### config.mk
export PLATFORM = sky130hd
export DESIGN_NAME = prio_irq_core
export DESIGN_NICKNAME = d
export VERILOG_FILES = /design/src/rtl/pic_core_pkg.sv /design/src/rtl/pic_rank.sv /design/src/rtl/pic_req_latch.sv /design/src/rtl/prio_irq_core.sv
export SDC_FILE = /design/constraint.sdc
export NUM_CORES = 1
export LEC_CHECK = 0
export BUFFER_PORTS_ARGS = -buffer_cell sky130_fd_sc_hd__buf_2
export CORE_ASPECT_RATIO = 1.75
export CORE_UTILIZATION = 59
export CTS_CLUSTER_DIAMETER = 60
export CTS_CLUSTER_SIZE = 8
export DETAILED_ROUTE_END_ITERATION = 8
export HOLD_SLACK_MARGIN = 0.05
export PLACE_DENSITY = 0.81
export SETUP_SLACK_MARGIN = 0.05
export SLEW_MARGIN = 20
export SYNTH_ARGS = -nofsm -noshare
export SYNTH_HDL_FRONTEND = slang
export SYNTH_SLANG_ARGS = --single-unit
### constraint.sdc
create_clock -name clk -period 5.18 [get_ports clk]
set_input_delay 0.777 -clock clk [delete_from_list [all_inputs] [get_ports clk]]
set_output_delay 0.777 -clock clk [all_outputs]
set_load 0.02 [all_outputs]
### src/rtl/pic_core_pkg.sv
package pic_core_pkg;

  typedef enum logic [1:0] {
    CMD_EOI_TOP = 2'd0,
    CMD_EOI_LVL = 2'd1,
    CMD_SET_LOW = 2'd2,
    CMD_NOP     = 2'd3
  } cmd_op_e;

  typedef struct packed {
    logic smm;       // special mask: drop masked in-service bits
    logic sfnm;      // fully nested: drop cascade input
    logic rot_aeoi;  // rotate offset on automatic EOI
    logic aeoi;      // automatic end of interrupt
  } mode_t;

endpackage

### src/rtl/pic_rank.sv
module pic_rank #(
  parameter int N  = 8,
  parameter int IW = 3,
  parameter int RW = 4
) (
  input  logic [N-1:0]  req,
  input  logic [IW-1:0] off,
  output logic [RW-1:0] rank
);

  logic [N-1:0] rot;

  for (genvar p = 0; p < N; p++) begin : g_rot
    logic [IW-1:0] src;
    assign src    = IW'(p) + off;
    assign rot[p] = req[src];
  end

  always_comb begin
    rank = RW'(N);
    for (int p = N - 1; p >= 0; p--) begin
      if (rot[p]) rank = RW'(p);
    end
  end

endmodule

### src/rtl/pic_req_latch.sv
module pic_req_latch #(
  parameter int N = 8
) (
  input  logic         clk,
  input  logic         rst_n,
  input  logic [N-1:0] line,
  input  logic [N-1:0] trig,
  input  logic [N-1:0] clr,
  output logic [N-1:0] irr_q,
  output logic [N-1:0] last_q
);

  logic [N-1:0] irr_d;

  for (genvar i = 0; i < N; i++) begin : g_bit
    assign irr_d[i] = trig[i] ? line[i]
                              : ((irr_q[i] & ~clr[i]) | (line[i] & ~last_q[i]));
  end

  always_ff @(posedge clk or negedge rst_n) begin
    if (!rst_n) begin
      irr_q  <= '0;
      last_q <= '0;
    end else begin
      irr_q  <= irr_d;
      last_q <= line;
    end
  end

endmodule

### src/rtl/prio_irq_core.sv
module prio_irq_core
  import pic_core_pkg::*;
#(
  parameter int N_IN       = 8,
  parameter int VEC_W      = 8,
  parameter bit IS_MASTER  = 1'b1,
  parameter int CASCADE_IN = 2
) (
  input  logic                          clk,
  input  logic                          rst_n,
  input  logic [N_IN-1:0]               irq_in,
  input  logic                          ack,
  output logic [VEC_W-1:0]              vector,
  output logic                          int_req,
  input  logic                          mask_we,
  input  logic [N_IN-1:0]               mask_d,
  input  logic                          trig_we,
  input  logic [N_IN-1:0]               trig_d,
  input  logic                          base_we,
  input  logic [VEC_W-$clog2(N_IN)-1:0] base_d,
  input  logic                          cfg_we,
  input  logic [3:0]                    cfg_d,
  input  logic                          cmd_we,
  input  logic [1:0]                    cmd_op,
  input  logic                          cmd_rot,
  input  logic [$clog2(N_IN)-1:0]       cmd_lvl
);

  localparam int IW = $clog2(N_IN);
  localparam int RW = IW + 1;
  localparam int BW = VEC_W - IW;

  logic [N_IN-1:0] irr_q, last_q, imr_q, isr_q, trig_q;
  logic [N_IN-1:0] imr_d, isr_d, svc_mask, pick_oh, isr_set, isr_clr;
  logic [IW-1:0]   off_q, off_d, pend_idx, top_idx;
  logic [BW-1:0]   base_q, base_n;
  mode_t           mode_q, mode_d;
  logic [RW-1:0]   pend_rank, svc_rank, top_rank;
  logic            take, top_hit;

  pic_req_latch #(.N(N_IN)) u_latch (
    .clk(clk), .rst_n(rst_n), .line(irq_in), .trig(trig_q),
    .clr(pick_oh), .irr_q(irr_q), .last_q(last_q)
  );

  pic_rank #(.N(N_IN), .IW(IW), .RW(RW)) u_pend (
    .req(irr_q & ~imr_q), .off(off_q), .rank(pend_rank)
  );

  pic_rank #(.N(N_IN), .IW(IW), .RW(RW)) u_svc (
    .req(svc_mask), .off(off_q), .rank(svc_rank)
  );

  pic_rank #(.N(N_IN), .IW(IW), .RW(RW)) u_top (
    .req(isr_q), .off(off_q), .rank(top_rank)
  );

  always_comb begin
    svc_mask = isr_q;
    if (mode_q.smm) svc_mask = svc_mask & ~imr_q;
    if (IS_MASTER && mode_q.sfnm) svc_mask[CASCADE_IN] = 1'b0;
  end

  assign pend_idx = pend_rank[IW-1:0] + off_q;
  assign top_idx  = top_rank[IW-1:0] + off_q;
  assign top_hit  = ~top_rank[IW];
  assign int_req  = (pend_rank < svc_rank);
  assign take     = ack & int_req;
  assign pick_oh  = take ? (N_IN'(1) << pend_idx) : '0;
  assign vector   = {base_q, (int_req ? pend_idx : IW'(N_IN - 1))};

  // next state
  always_comb begin
    isr_set = (take && !mode_q.aeoi) ? pick_oh : '0;
    isr_clr = '0;
    off_d   = off_q;
    if (take && mode_q.aeoi && mode_q.rot_aeoi) off_d = pend_idx + 1'b1;
    if (cmd_we) begin
      case (cmd_op_e'(cmd_op))
        CMD_EOI_TOP: if (top_hit) begin
          isr_clr = N_IN'(1) << top_idx;
          if (cmd_rot) off_d = top_idx + 1'b1;
        end
        CMD_EOI_LVL: begin
          isr_clr = N_IN'(1) << cmd_lvl;
          if (cmd_rot) off_d = cmd_lvl + 1'b1;
        end
        CMD_SET_LOW: off_d = cmd_lvl + 1'b1;
        default: ;
      endcase
    end
    isr_d  = (isr_q | isr_set) & ~isr_clr;
    imr_d  = mask_we ? mask_d : imr_q;
    base_n = base_we ? base_d : base_q;
    mode_d = cfg_we ? mode_t'(cfg_d) : mode_q;
  end

  // registers
  always_ff @(posedge clk or negedge rst_n) begin
    if (!rst_n) begin
      imr_q  <= '0;
      isr_q  <= '0;
      off_q  <= '0;
      base_q <= '0;
      mode_q <= '0;
    end else begin
      imr_q  <= imr_d;
      isr_q  <= isr_d;
      off_q  <= off_d;
      base_q <= base_n;
      mode_q <= mode_d;
    end
  end

  // trigger select survives reset
  always_ff @(posedge clk) begin
    if (trig_we) trig_q <= trig_d;
  end

endmodule

-- Yosys cells after proc, flatten, opt, wreduce, memory -nomap -nowiden
Index checks and enable logic that the tools add are counted.
- word-level logic and storage cells: 183
- input bits: 47
- flip-flop bits (word level): 52
- output and inout port bits: 9
- $lt $le $gt $ge: 9
- reductions and logical operators: 5
- shift-type cells: 3
- multiplexer cells: 94
- bitwise gates (word level): 47
- equality and inequality tests: 2
- add/subtract/negate cells: 12
- operator list (operator ; count):
    $mux 4 ; 24
    $bmux 1 s3 ; 24
    $mux 8 ; 5
    $mux 1 ; 33
    $lt 3x4->1 const B ; 8
    $and 8x8->8 ; 3
    $shl 1x3->8 const A ; 3
    $mux 3 ; 6
    $and 1x1->1 ; 17
    $not 1->1 ; 16
    $not 8->8 ; 2
    $pmux 8 s2 ; 1
    $add 3x3->3 const A ; 4
    $add 3x1->3 const B ; 3
    $pmux 3 s3 ; 1
    $or 1x1->1 ; 8
    $or 8x8->8 ; 1
    $add 2x3->3 const A ; 2
    $add 3x3->3 ; 2
    $lt 4x4->1 ; 1
    $add 1x3->3 const A ; 1
    $logic_and 1x1->1 ; 3
    $eq 2x1->1 const B ; 1
    $eq 2x2->1 const B ; 1
    other kinds (2) ; 2

-- Longest topological paths before layout
- depth after elaboration: 23
- gate-level depth with buffers: 21
- gate-level depth less buffers: 19

-- Modules after synthesis
A second synthesis with hierarchy kept.
- cells, all modules: 452
- area total of the unflattened synthesis: 4934.7 um^2
- modules (own cells, without submodules) (module ; cells each ; seq. area each (um^2) ; times used ; area each (um^2)):
    prio_irq_core ; 223 ; 940.9 ; 1 ; 2317.2
    pic_rank ; 63 ; 0.0 ; 3 ; 688.2
    pic_req_latch ; 40 ; 400.4 ; 1 ; 553.0

-- Worst setup path after synthesis
No wires, ideal clock.
- kind: register -> output
- from: reg off_q[1]
- to: out vector[0]
- arrival: 3.783 ns
- stages on the path, launching flop included: 19
- data required time: 4.403 ns
- path buffers: 4
- path slack: 0.620 ns
- path through: dfrtp_1 clkbuf_1 inv_2 ha_1 buf_2 buf_2 mux2i_1 mux2_2 nand3b_1 nand2b_1 a21o_1 ha_1 or3_1 nor2_1 and3_1 o32ai_4 inv_4 buf_8 nand2_1
- cells in the longest elaborated chain, start to end: 13
- elaborated cells on any way between the ends: 58
- those cells by class: add/sub (8); order compare (1); mux (49)
- ends and longest elaborated chain (what ; RTL line ; text):
    start, declared ; prio_irq_core.sv:35 ; logic [IW-1:0] off_q, off_d, pend_idx, top_idx;
    start signal, assigned ; prio_irq_core.sv:103 ; off_q <= '0;
    start signal, assigned ; prio_irq_core.sv:109 ; off_q <= off_d;
    $add 3x3->3 ; pic_rank.sv:15 ; assign src = IW'(p) + off;
    $bmux 1 s3 ; pic_rank.sv:16 ; assign rot[p] = req[src];
    $mux 1 (not written as such) ; pic_rank.sv:16 ;
    $mux 4 (8 in a row) ; pic_rank.sv:22 ; if (rot[p]) rank = RW'(p);
    $lt 4x4->1 (*) ; prio_irq_core.sv:67 ; assign int_req = (pend_rank < svc_rank);
    named net int_req ; prio_irq_core.sv:14 ; output logic int_req,
    $mux 3 (*) ; prio_irq_core.sv:70 ; assign vector = {base_q, (int_req ? pend_idx : IW'(N_IN - 1))};
    end, declared ; prio_irq_core.sv:13 ; output logic [VEC_W-1:0] vector,
The timed path passes the listed nets; every way through them passes the cells marked *. The select of a mux whose other input is x is not followed.

-- Final worst setup path
- from: reg off_q[1]
- to: out vector[1]
- cells in the longest elaborated chain, start to end: 13
- elaborated cells on any way between the ends: 58
- those cells by class: add/sub (8); order compare (1); mux (49)
- ends and longest elaborated chain (what ; RTL line):
    $add 3x3->3 ; pic_rank.sv:15
    $bmux 1 s3 ; pic_rank.sv:16
    $mux 1 (not written as such) ; pic_rank.sv:16
    $mux 4 (8 in a row) ; pic_rank.sv:22
    $lt 4x4->1 / $add 3x3->3 (equally long branches) ; prio_irq_core.sv:67, prio_irq_core.sv:64
    $mux 3 (*) ; prio_irq_core.sv:70
Every way passes the cells marked *; elsewhere a longest branch is shown, timed or not. The select of a mux whose other input is x is not followed.

==> results.md <==
- Status: completed
- Synthesized area: 4420 um2
- Post-synthesis mux area share: 20.0%
- Hold violation count in the final report: 0
- Compound-gate portion of the synthesized area: 15.7%
- Synth Flop Type: dfrtp_1
- Post-route ant nets: 0
- Largest net degree at the start of global routing: 45
- Starting Density: 61.1%
- Crit share post-route: 92.6%
- Crit path capture type: output pin
- Vias in the first global route: 3766
- CP max stage delay: 560 ps
- Share of cells above drive strength 1: 29.1%
- GPL Wtd Cong: 1.00
- Syn nets: 501
- Yosys Warn Count: 0
- DR iter-0 viols: 190
- WL/cell: 19.0 um
- Ports: 56
- IO Port Bufs: 55
- Slew HR: 35.6%
- Clock Path Buffers: 2
- Post-synth ARST share: 84.6%
- Post-synth cell types: 79
- CTS sink cnt: 52
- Post-Place Worst Slack: 369 ps
- Synth Area in Adders: 7.98%
- Vias: 3580
- Setup CP Type: flop to output pin
- Critical path data arrival time: 4020 ps
- Drt first pass iters: 5
- Row count: 41
- CTS HTree Levels: 2
- Remaining DRCs: 0
- Critical path peak fanout: 19
- Mapped Avg Cell Area: 10.4 um2
- Post-synthesis simple-gate area fraction: 18.3%
- # diodes: 0
- # hold bufs at CTS: 0
- Synth Area in XOR/XNOR: 1.90%
- Fin crit period: 4800 ps
- Buf/Inv on CP: 2
- CTS Buf Count: 5
- Area share of the largest cell type after synthesis: 24.9%
- Fill cells: 547
- Largest delay share family, worst path: simple AND/OR/NAND/NOR gates
- CTS tree: done
- GRT Residual Overflow: 0
- Global-route wire length before repair: 17300 um
- Max Fclk: 208 MHz
- Max-Cap Viols: 0
- Final Skew: 4.13 ps
- Area delta synth->final: 11.1%
- Seq/Total Area, Yosys: 30.3%
- CP max-delay cell: mux4_2
- Clock Pin Slew Worst Setup and Hold Paths: 60 ps
- RSZ-0062 raised after global routing: false
- Die Span X: 67.4 um
- Largest family of logic cells by synthesized area: multiplexers
- Worst Path Required: 4400 ps
- Synth Register Bits: 52
- Worst path cell trace: ha_4 -> xor2_4 -> mux4_2 -> nand2b_1 -> nand2b_1 -> nand3b_1 -> and3_1 -> ha_1 -> or3_1 -> nor2_1 -> o311a_1 -> o32ai_4 -> inv_4 -> nand2_1 -> buf_2
- Area leader, netlist: dfrtp_1
- Hpwl dp: 8620 um
- Setup TNS after final layout: 0 ps
- CP dominant cell by count: nand2b_1
- Slew at the pin closest to its max-slew limit: 965 ps
- # nets final: 550
- Max Slew Vio Count: 0
- Dominant cells by area after synthesis: dfrtp_1 25%, ha_1 7.1%, mux2_2 6.9%, mux4_2 6.1%, edfxtp_1 5.4%
- Global Route Usage Sum: 29.8%
- Setup violators final: 0
- CP Launch Type: flop
- Core area: 7230 um2
- Cells after Synth: 427
- Setup ws final: 384 ps
- Initial antenna violation count: 0
- Post-CTS setup buffers: 0
- DIE HEIGHT: 117 um
- Die area: 7860 um2
- Clk_lat worst skew: 280 ps
- Hold crit path type: flop to flop
- Drt total wl: 10700 um
- Vias/cell: 6.36
- Post-synth EDFFs: 8
- Root buffer cell: clkbuf_16
[cells in the final DEF, fill, tap and decap left out, drive strengths merged, types with 7 or more instances in the layout]
cell,n
buf,63
dfrtp,44
nand2,37
inv,30
mux2,27
nor2,27
ha,25
mux2i,24
nand2b,15
mux4,14
a21oi,11
o21ai,10
a21boi,9
nand4,8
a32o,8
edfxtp,8
a31oi,7
[final timing paths]
| check | slack [ps] | depth (start not counted) | end | from |
|---|---|---|---|---|
| setup / recovery | 380 | 15 | vector[1] | off_q[1] |
| hold / removal | 510 | 1 | base_q[2] | base_q[2] |
| setup reg to reg | 690 | 16 | off_q[2] | off_q[0] |
| hold reg to reg | 510 | 1 | base_q[2] | base_q[2] |
| max in group asynchronous | 3860 | 1 | off_q[2] | rst_n |
| min in group asynchronous | 640 | 1 | u_latch.last_q[3] | rst_n |
[routing by layer]
| metal | wire, um | track usage (%) |
|---|---|---|
| met5 | 0 | 0 |
| met4 | 616 | 19.1 |
| met3 | 392 | 3.13 |
| met2 | 5910 | 55.1 |
| met1 | 3780 | 30.6 |
[area by class of cell]
| cell class | instances | area (um2) | area share, % |
|---|---|---|---|
| flip-flops and latches | 52 | 1350 | 27.4 |
| clock buffers | 6 | 129 | 2.62 |
| inverters | 31 | 121 | 2.47 |
| well taps | 86 | 108 | 2.19 |
| repair buffers | 63 | 335 | 6.83 |
| clock inverters | 2 | 16.3 | 0.331 |
| multi-input cells | 323 | 2860 | 58.2 |
[cells by family (layout without fill, tap and decap cells)]
kind of cell               Yosys count  in the layout
AOI/OAI and AO/OA                   86             86
xor gates and xnor gates             7              7
adders and majority gates           27             27
buffers and inverters               52            102
DFF                                 52             52
muxes                               65             65
and+or+nand+nor                    138            138
[flip-flops by register name, summed over array words and instances, names as in the netlist]
register and cells:
trig_q 8, u_latch.irr_q 8, imr_q 8, u_latch.last_q 8, base_q 5, mode_q 4, off_q 3, isr_q 8
[repair_timing]
item	in CTS	in global routing
gates resized for setup	1	8
pin swaps	0	1
setup endpoints to repair	2	4
[metrics by stage]
step | hold WS (ps) | instances | area (um2) | util (%)
floorplan | 481 | 427 | 4420 | -
finish | 509 | 563 | 4910 | 67.9
global route | 529 | 563 | 4910 | 67.9
detailed placement | 498 | 555 | 4720 | 65.3
CTS | 513 | 563 | 4870 | 67.3
global placement | 487 | 555 | 4720 | 65.3
[worst reg2reg max path: cells and delay by family, from the launching register on]
kind | cells | cell delay (ps)
buf+inv | 3 | 410
simple gates | 2 | 270
flops | 1 | 470
compound gates | 5 | 1090
mux | 2 | 930
fa+ha+maj | 4 | 1250
[cell usage after synthesis (4+ instances only)]
cell type	n
dfrtp_1	44
nand2_1	37
inv_1	27
mux2_2	27
nor2_1	26
ha_1	25
mux2i_1	22
nand2b_1	15
mux4_2	12
a21oi_1	11
a21boi_0	9
o21ai_0	9
a32o_1	8
edfxtp_1	8
nand4_1	8
a31oi_1	7
clkbuf_1	7
and3_1	5
buf_2	5
buf_6	5
nor2b_1	5
o22ai_1	5
a211oi_1	4
nand3_1	4
nand3b_1	4
nand4b_1	4
o221a_1	4
Power is not shown: default switching activity piles up to over one toggle a cycle in this logic, so the estimate is an artifact.
